`src/rtl/awu_pkg.sv`:
```
package awu_pkg;

   // window numbering, shared by the hit, enable and size vectors
   localparam int unsigned NWIN     = 6;
   localparam int unsigned NREG     = 23;
   localparam int unsigned WIN_CFG  = 0;
   localparam int unsigned WIN_MSG  = 1;
   localparam int unsigned WIN_OUT0 = 2;
   localparam int unsigned WIN_OUT2 = 4;
   localparam int unsigned WIN_REG  = 5;

   // word offset of the high half of each window base
   function automatic int unsigned base_hi_idx(input int unsigned w);
      case (w)
         0:       return 0;
         1:       return 3;
         2:       return 6;
         3:       return 10;
         4:       return 14;
         default: return 18;
      endcase
   endfunction

   // word offset of the mask word holding the enable bit
   function automatic int unsigned mask_lo_idx(input int unsigned w);
      case (w)
         0:       return 2;
         1:       return 5;
         2:       return 9;
         3:       return 13;
         4:       return 17;
         default: return 20;
      endcase
   endfunction

   // high mask half, only meaningful for outbound windows
   function automatic int unsigned mask_hi_idx(input int unsigned w);
      return mask_lo_idx(w) - 1;
   endfunction

   function automatic bit is_wide(input int unsigned w);
      return (w >= WIN_OUT0) && (w <= WIN_OUT2);
   endfunction

endpackage

```
`src/rtl/awu_bus_decode.sv`:
```
module awu_bus_decode #(
   parameter int unsigned ADDR_W    = 10,
   parameter int unsigned UNIT_BASE = 'h100,
   parameter int unsigned NREG      = 23,
   parameter int unsigned IDX_W     = 5
)(
   input  logic [ADDR_W-1:0] reg_addr,
   output logic              sel,
   output logic [IDX_W-1:0]  idx
);

   logic [ADDR_W-1:0] offs;

   assign offs = reg_addr - ADDR_W'(UNIT_BASE);
   assign sel  = (reg_addr >= ADDR_W'(UNIT_BASE)) && (offs < ADDR_W'(NREG));
   assign idx  = IDX_W'(offs);

endmodule

```
`src/rtl/awu_regfile.sv`:
```
module awu_regfile #(
   parameter int unsigned DW    = 32,
   parameter int unsigned NREG  = 23,
   parameter int unsigned IDX_W = 5
)(
   input  logic               clk,
   input  logic               rst_n,
   input  logic               wr_en,
   input  logic [IDX_W-1:0]   idx,
   input  logic [DW-1:0]      wr_data,
   output logic [DW-1:0]      rd_data,
   output logic [NREG*DW-1:0] words
);

   for (genvar i = 0; i < NREG; i++) begin : g_word
      logic [DW-1:0] q;
      always_ff @(posedge clk or negedge rst_n) begin
         if (!rst_n)
            q <= '0;
         else if (wr_en && (idx == IDX_W'(i)))
            q <= wr_data;
      end
      assign words[i*DW +: DW] = q;
   end

   always_comb begin
      rd_data = '0;
      for (int i = 0; i < NREG; i++) begin
         if (idx == IDX_W'(i))
            rd_data = words[i*DW +: DW];
      end
   end

endmodule

```
`src/rtl/awu_window.sv`:
```
module awu_window #(
   parameter int unsigned     AW         = 64,
   parameter int unsigned     MASK_W     = 32,
   parameter bit              CLAMP_EN   = 1'b0,
   parameter longint unsigned CLAMP_MAX  = 64'h1000_0000,
   parameter bit              FIXED_EN   = 1'b0,
   parameter longint unsigned FIXED_MASK = 64'h7001,
   parameter longint unsigned FIXED_SIZE = 64'd4096
)(
   input  logic [AW-1:0]     base,
   input  logic [MASK_W-1:0] mask,
   input  logic [AW-1:0]     addr,
   output logic              en,
   output logic [AW:0]       size,
   output logic              hit
);

   localparam int unsigned SZ_W = AW + 1;

   logic [MASK_W-1:0] m_clr;
   logic [SZ_W-1:0]   span;
   logic [SZ_W-1:0]   raw;
   logic [SZ_W-1:0]   capped;
   logic [AW-1:0]     amask;

   assign en    = mask[0];
   assign m_clr = mask & ~MASK_W'(1);
   assign span  = SZ_W'(1) << MASK_W;
   assign raw   = span - SZ_W'(m_clr);

   if (CLAMP_EN) begin : g_clamp
      assign capped = (raw > SZ_W'(CLAMP_MAX)) ? SZ_W'(CLAMP_MAX) : raw;
   end else begin : g_noclamp
      assign capped = raw;
   end

   if (FIXED_EN) begin : g_fixed
      assign size = (mask == MASK_W'(FIXED_MASK)) ? SZ_W'(FIXED_SIZE) : capped;
   end else begin : g_nofixed
      assign size = capped;
   end

   // a size of 2^AW has zero low bits, so the mask below becomes all zero
   assign amask = ~(size[AW-1:0] - AW'(1));
   assign hit   = en && (((addr ^ base) & amask) == '0);

endmodule

```
`src/rtl/addr_window_unit.sv`:
```
module addr_window_unit
   import awu_pkg::*;
#(
   parameter int unsigned     DW             = 32,
   parameter int unsigned     ADDR_W         = 10,
   parameter int unsigned     UNIT_BASE      = 'h100,
   parameter longint unsigned CFG_MAX_SIZE   = 64'h1000_0000,
   parameter int unsigned     REG_FIXED_MASK = 'h7001,
   parameter longint unsigned REG_FIXED_SIZE = 64'd4096
)(
   input  logic                      clk,
   input  logic                      rst_n,
   input  logic [ADDR_W-1:0]         reg_addr,
   input  logic                      reg_wr,
   input  logic [DW-1:0]             reg_wdata,
   output logic [DW-1:0]             reg_rdata,
   input  logic [2*DW-1:0]           lk_addr,
   output logic [NWIN-1:0]           win_en,
   output logic [NWIN*(2*DW+1)-1:0]  win_size,
   output logic [NWIN-1:0]           win_hit
);

   localparam int unsigned AW    = 2 * DW;
   localparam int unsigned SZ_W  = AW + 1;
   localparam int unsigned IDX_W = $clog2(NREG);

   // elaboration checks
   if (!((UNIT_BASE == 'h100) || (UNIT_BASE == 'h120))) begin : g_bad_base
      $error("addr_window_unit: UNIT_BASE must be 0x100 or 0x120");
   end
   if ((UNIT_BASE + NREG) > (1 << ADDR_W)) begin : g_bad_aw
      $error("addr_window_unit: ADDR_W too narrow for UNIT_BASE");
   end
   if (DW < 16) begin : g_bad_dw
      $error("addr_window_unit: DW must be at least 16");
   end
   if ((CFG_MAX_SIZE == 0) || ((CFG_MAX_SIZE & (CFG_MAX_SIZE - 1)) != 0)) begin : g_bad_cap
      $error("addr_window_unit: CFG_MAX_SIZE must be a power of two");
   end

   logic              sel;
   logic [IDX_W-1:0]  idx;
   logic [DW-1:0]     rf_rdata;
   logic [NREG*DW-1:0] words;

   awu_bus_decode #(
      .ADDR_W    (ADDR_W),
      .UNIT_BASE (UNIT_BASE),
      .NREG      (NREG),
      .IDX_W     (IDX_W)
   ) i_decode (
      .reg_addr (reg_addr),
      .sel      (sel),
      .idx      (idx)
   );

   awu_regfile #(
      .DW    (DW),
      .NREG  (NREG),
      .IDX_W (IDX_W)
   ) i_regs (
      .clk     (clk),
      .rst_n   (rst_n),
      .wr_en   (reg_wr && sel),
      .idx     (idx),
      .wr_data (reg_wdata),
      .rd_data (rf_rdata),
      .words   (words)
   );

   assign reg_rdata = sel ? rf_rdata : '0;

   for (genvar w = 0; w < NWIN; w++) begin : g_win
      localparam bit          WIDE = is_wide(w);
      localparam int unsigned MW   = WIDE ? AW : DW;
      localparam int unsigned BHI  = base_hi_idx(w);
      localparam int unsigned MLO  = mask_lo_idx(w);

      logic [AW-1:0] base;
      logic [MW-1:0] mask;

      assign base = {words[BHI*DW +: DW], words[(BHI+1)*DW +: DW]};

      if (WIDE) begin : g_wide
         assign mask = {words[mask_hi_idx(w)*DW +: DW], words[MLO*DW +: DW]};
      end else begin : g_narrow
         assign mask = words[MLO*DW +: DW];
      end

      awu_window #(
         .AW         (AW),
         .MASK_W     (MW),
         .CLAMP_EN   (w == WIN_CFG),
         .CLAMP_MAX  (CFG_MAX_SIZE),
         .FIXED_EN   (w == WIN_REG),
         .FIXED_MASK (64'(REG_FIXED_MASK)),
         .FIXED_SIZE (REG_FIXED_SIZE)
      ) i_win (
         .base (base),
         .mask (mask),
         .addr (lk_addr),
         .en   (win_en[w]),
         .size (win_size[w*SZ_W +: SZ_W]),
         .hit  (win_hit[w])
      );
   end

endmodule

```
`config.mk`:
```
export PLATFORM = sky130hd
export DESIGN_NAME = addr_window_unit
export DESIGN_NICKNAME = d
export VERILOG_FILES = /design/src/rtl/awu_pkg.sv /design/src/rtl/awu_bus_decode.sv /design/src/rtl/awu_regfile.sv /design/src/rtl/awu_window.sv /design/src/rtl/addr_window_unit.sv
export SDC_FILE = /design/constraint.sdc
export NUM_CORES = 2
export LEC_CHECK = 0
export CORE_MARGIN = 4
export CORE_UTILIZATION = 30
export DETAILED_ROUTE_END_ITERATION = 6
export REMOVE_ABC_BUFFERS = 1
export SYNTH_ARGS = -nofsm -noshare
export SYNTH_HDL_FRONTEND = slang
export SYNTH_SLANG_ARGS = --single-unit
```
`constraint.sdc`:
```
create_clock -name clk -period 10.6 [get_ports clk]
set_input_delay 2.12 -clock clk [delete_from_list [all_inputs] [get_ports clk]]
set_output_delay 2.12 -clock clk [all_outputs]
set_load 0.1 [all_outputs]
```
-- Word level (Yosys, flattened, before mapping)
Index checks and enable logic that the tools add are counted.
W data, S select, Z words.
- flip-flop bits (word level): 736
- input port bits: 109
- output and inout port bits: 434
- logic and storage cells: 144
- $add $sub $neg: 13
- magnitude comparators: 3
- eq/ne operators: 23
- muxes and demuxes: 26
- bitwise logic cells: 18
- reduce and logical (&&, ||, !) cells: 38
- operators by type and width (operator ; count):
    $mux W32 ; 24
    $and A64 B64 Y64 ; 6
    $logic_not A64 Y1 ; 6
    $not A64 Y64 ; 6
    $sub A64 B1 Y64 const B ; 6
    $xor A64 B64 Y64 ; 6
    $sub A65 B64 Y65 const A ; 3
    $mux W65 ; 2
    $sub A33 B32 Y34 const A ; 3
    $gt A65 B29 Y1 const B ; 1
    $eq A5 B4 Y1 const B ; 8
    $eq A5 B5 Y1 const B ; 7
    $eq A32 B15 Y1 const B ; 1
    $logic_and A1 B1 Y1 ; 31
    $eq A5 B3 Y1 const B ; 4
    $eq A5 B2 Y1 const B ; 2
    $ge A10 B9 Y1 const B ; 1
    $lt A10 B5 Y1 const B ; 1
    $sub A10 B9 Y10 const B ; 1
    $eq A5 B1 Y1 const B ; 1
    $logic_not A5 Y1 ; 1

-- Logic depth before layout (Yosys ltp)
- word-level depth: 26
- depth in mapped cells: 28
- depth with buffers taken out: 22

-- Hierarchy
From an unflattened synthesis, not the netlist that was laid out.
- cells, all modules: 5983
- area total of the unflattened synthesis: 56903.3 sq um
- by module, submodules not included (module ; instances ; cells each ; area each (sq um) ; sequential area each (sq um)):
    awu_regfile ; 1 ; 2654 ; 33966.3 ; 18417.7
    awu_window (g_win[2].i_win ...) ; 3 ; 650 ; 4479.3 ; 0.0
    awu_window (g_win[5].i_win) ; 1 ; 467 ; 3235.6 ; 0.0
    awu_window (g_win[0].i_win) ; 1 ; 477 ; 3146.8 ; 0.0
    awu_window (g_win[1].i_win) ; 1 ; 390 ; 2783.9 ; 0.0
    addr_window_unit ; 1 ; 36 ; 262.8 ; 0.0
    awu_bus_decode ; 1 ; 9 ; 70.1 ; 0.0

-- Worst setup path before layout
OpenSTA, ideal clock, no wires.
- path type: input -> output
- start point: in reg_addr[1]
- end point: out reg_rdata[23]
- arrival: 6291 ps
- setup slack: 2189 ps
- stages: 8
- cells stage by stage: clkbuf_1 > buf_1 > buf_1 > clkbuf_1 > clkbuf_1 > mux2_2 > o22ai_1 > a211oi_1
- word-level cells in the longest chain between the ends: 26
- elaborated cells on any way between the ends: 51
- those cells by class: add/sub: 1; order compare: 2; eq/ne: 22; mux: 24; reduce/logical: 2
- RTL lines (item ; RTL line ; RTL):
    start, declared ; addr_window_unit.sv:13 ; input logic [ADDR_W-1:0] reg_addr,
    $sub A10 B9 Y10 ; awu_bus_decode.sv:14 ; assign offs = reg_addr - ADDR_W'(UNIT_BASE);
    $logic_not A5 Y1 ; awu_regfile.sv:29 ; if (idx == IDX_W'(i))
    $mux W32 (23 in series) ; awu_regfile.sv:29 ;
    $mux W32 (*) ; addr_window_unit.sv:71 ; assign reg_rdata = sel ? rf_rdata : '0;
    end, declared ; addr_window_unit.sv:16 ; output logic [DW-1:0] reg_rdata,
Mark *: on every way between the ends. The rest lies on a longest branch, timed or not.

-- Worst setup path after layout
- start point: reg i_regs.g_word[13].q[1]
- end point: out win_hit[3]
- word-level cells in the longest chain between the ends: 6
- RTL lines (item ; RTL line ; RTL):
    start, declared ; awu_regfile.sv:16 ; logic [DW-1:0] q;
    start signal, assigned ; awu_regfile.sv:21 ; q <= wr_data;
    $sub A65 B64 Y65 ; awu_window.sv:29 ; assign raw = span - SZ_W'(m_clr);
    $sub A64 B1 Y64 ; awu_window.sv:44 ; assign amask = ~(size[AW-1:0] - AW'(1));
    $not A64 Y64 ; awu_window.sv:44 ;
    $and A64 B64 Y64 ; awu_window.sv:45 ; assign hit = en && (((addr ^ base) & amask) == '0);
    $logic_not A64 Y1 ; awu_window.sv:45 ;
    $logic_and A1 B1 Y1 ; awu_window.sv:45 ;
    end, declared ; addr_window_unit.sv:20 ; output logic [NWIN-1:0] win_hit
No other way between the ends.

==> impl_metrics.tcl <==
set metrics [dict create \
    status "complete, but fails checks" \
    violations "DRC, capacitance limit" \
    path_class "flip-flop to output port" \
    route.detailed.wl_per_inst_um 38.5 \
    synth_async_sr_flop_share_pct 100 \
    setup_tns_ns 0 \
    largest_reg_flops 736 \
    clock-sinks 736 \
    routed_wl_um 322000 \
    cts_setup_buffers 0 \
    setup_slack_ns 0.872 \
    rows 154 \
    crit_family "simple AND/OR/NAND/NOR gates" \
    critPathSlowestCell "nand4_1" \
    worst_slew_pin_slew_ns 1.47 \
    p_total_mw 7.15 \
    drive_above_1_share_pct 20.6 \
    fmax_ghz 0.103 \
    fin_worst_skew_ns 0 \
    synth_fa_ha_area_share_pct 0.187 \
    cts_resized 0 \
    core_area_um2 177000 \
    setup_viol 0 \
    overflow 0 \
    reg_top3 "i_regs.g_word.q (736)" \
    power_per_cell_area_nw_per_um2 114 \
    synth-seq-area-share_pct 34.4 \
    yosys_most_used_dff "dfrtp_1" \
    dieArea_um2 185000 \
    min_period_ns 9.73 \
    critPathLaunchType "flip-flop" \
    syn_to_final_growth_pct 17.5 \
    initial_utilization_pct 30.3 \
    route.detailed.drc 7 \
    end_kind "output port" \
    leakage_nw 25.7 \
    synth_seq_cells 736 \
    clk_pin_slew_ns 0.06 \
    grt_use_total_pct 33.2 \
    antenna_found_initial 44 \
    htreeDepth 3 \
    viasPerCell 6.33 \
    clockBufferDepth 3 \
    dp_slack_ns 1.47 \
    grt_pass1_wl_um 428000 \
    post-route-period-util_pct 91.8 \
    port_buffers 435 \
    cts_tree "built" \
    fin_util_pct 35.6 \
    dp_hpwl_um 241000 \
    clock-root-buffer "clkbuf_16" \
    cp_max_fo 15 \
    yosysWarnings 0 \
    clock_latency_ns 0.70 \
    pin_count 543 \
    yosys.area_share.simple_pct 17.4 \
    slowest_delay_ns 0.81 \
    synth_top_family_by_area "simple AND/OR/NAND/NOR gates" \
    crit_required_ns 8.48 \
    die_h_um 431 \
    cts_buffers 84 \
    drtIter0Drc 8548 \
    maxCapViolCount 1 \
    ir_drop_mv 0.113 \
    drtAntennaViolNets 0 \
    worstPathArrival_ns 7.61 \
    min_path_type "flip-flop to flip-flop" \
    die_w_um 431 \
    first_pass_iters 7 \
    layout.nets 6042 \
    ys_types 106 \
    rsz0062_at_grt "no" \
    grt_pass1_vias 48900 \
    hold_viol 0 \
    critical_path.cell_chain "inv_1 > ha_1 > nand2b_1 > nor4_4 > nand4_1 > xnor2_1 > o2bb2ai_1 > nand4_2 > nor4_1 > xor2_1 > o22ai_1 > a2111o_1 > a2111oi_0 > and4_1 > buf_4" \
    hold_buffers 0 \
    synth-compound-area-share_pct 12.9 \
    synth_edf_count 0 \
    gp_congestion 1.06 \
    top_register "i_regs.g_word.q" \
    postSynthAreaPerCell_um2 9.41 \
    grt_max_degree 147 \
    max-slew-margin-rel_pct 1.71 \
    via_count 52800 \
    slew_violations 0 \
    synth_area_um2 53600 \
    postSynthCellCount 5696 \
    synth_xor_area_share_pct 13.5 \
    crit_buf_inv 2 \
    synth_mux_area_share_pct 15.9 \
]
## final cells by class
cell class	count	area [µm²]
repair buffers	624	5720
clock inverters	30	413
well taps	2340	2930
multi-input cells	4400	32700
inverters	79	297
clock buffers	120	2430
flip-flops and latches	736	18400
diodes	19	47.5
fillers	18200	114000
## path summary, 6_finish.rpt
kind	startpoint	endpoint	slack (ns)	depth (start not counted)
min in group asynchronous	rst_n	i_regs.g_word[17].q[12]	1.48	1
hold reg to reg	i_regs.g_word[22].q[9]	i_regs.g_word[22].q[9]	0.50	1
hold / removal	i_regs.g_word[22].q[9]	i_regs.g_word[22].q[9]	0.50	1
max in group asynchronous	rst_n	i_regs.g_word[2].q[0]	6.71	3
setup reg to reg	i_regs.g_word[17].q[4]	i_regs.g_word[17].q[4]	9.16	2
setup / recovery	i_regs.g_word[13].q[1]	win_hit[3]	0.87	15
## placed cells by master (no fill, tap or decap), types with 182 or more instances in the layout
master and instances:
nand2_1 292, dfrtp_1 736, xnor2_1 485, o21ai_0 182
nor3_1 202, mux2_2 718, nor2_1 326, buf_4 223
xor2_1 344, clkdlybuf4s50_1 390
## routing by layer
| metal | track usage (%) | routed length [µm] | part of all wire [%] | vias up |
|---|---|---|---|---|
| li1 | - | - | - | 21100 |
| met1 | 41.1 | 120000 | 37 | 26700 |
| met2 | 47.0 | 130000 | 40 | 4036 |
| met3 | 11.2 | 40000 | 12 | 971 |
| met4 | 25.9 | 30900 | 9.6 | 21 |
| met5 | 0.494 | 253 | 0.079 | - |
## per-stage QoR
stage | hold WS [ns] | cells | cell area [µm²]
final | 0.504 | 8348 | 62900
after CTS | 0.504 | 8327 | 62900
after global routing | 0.507 | 8332 | 62900
after detailed placement | 0.490 | 8177 | 60000
after global placement | 0.483 | 8177 | 60000
after floorplan | 0.475 | 5215 | 51300
## cell usage after synthesis, drive strengths merged, types with 152 or more instances
cell type	count	area (µm²)
nor3	214	1120
buf	200	1270
mux2	719	8100
nor2	363	1370
nand2	293	1100
nor4	168	1180
xor2	344	3010
clkbuf	386	1450
a21oi	152	761
dfrtp	736	18400
o21ai	187	936
xnor2	485	4250
## worst register-to-register path: cells and delay by family, from the launching register on
| kind | cells | cell delay, ns |
|---|---|---|
| buf+inv | 1 | 0.42 |
| compound gates | 1 | 0.24 |
| flops | 1 | 0.69 |
## power breakdown
part | switching [mW] | internal, mW
registers | 0.0718 | 2.84
clock network | 1.35 | 1.75
logic | 0.911 | 0.225
total | 2.33 | 4.82
## cell families (layout without fill, tap and decap cells)
logic type / count (synthesis) / count (layout)
AOI/OAI and AO/OA: 987 / 987
muxes: 759 / 759
buffers and inverters: 665 / 853
other: 1 / 125
DFF: 736 / 736
xor gates and xnor gates: 829 / 829
and+or+nand+nor: 1711 / 1711
adders and majority gates: 8 / 8
Power figures use the tool's default switching activity.
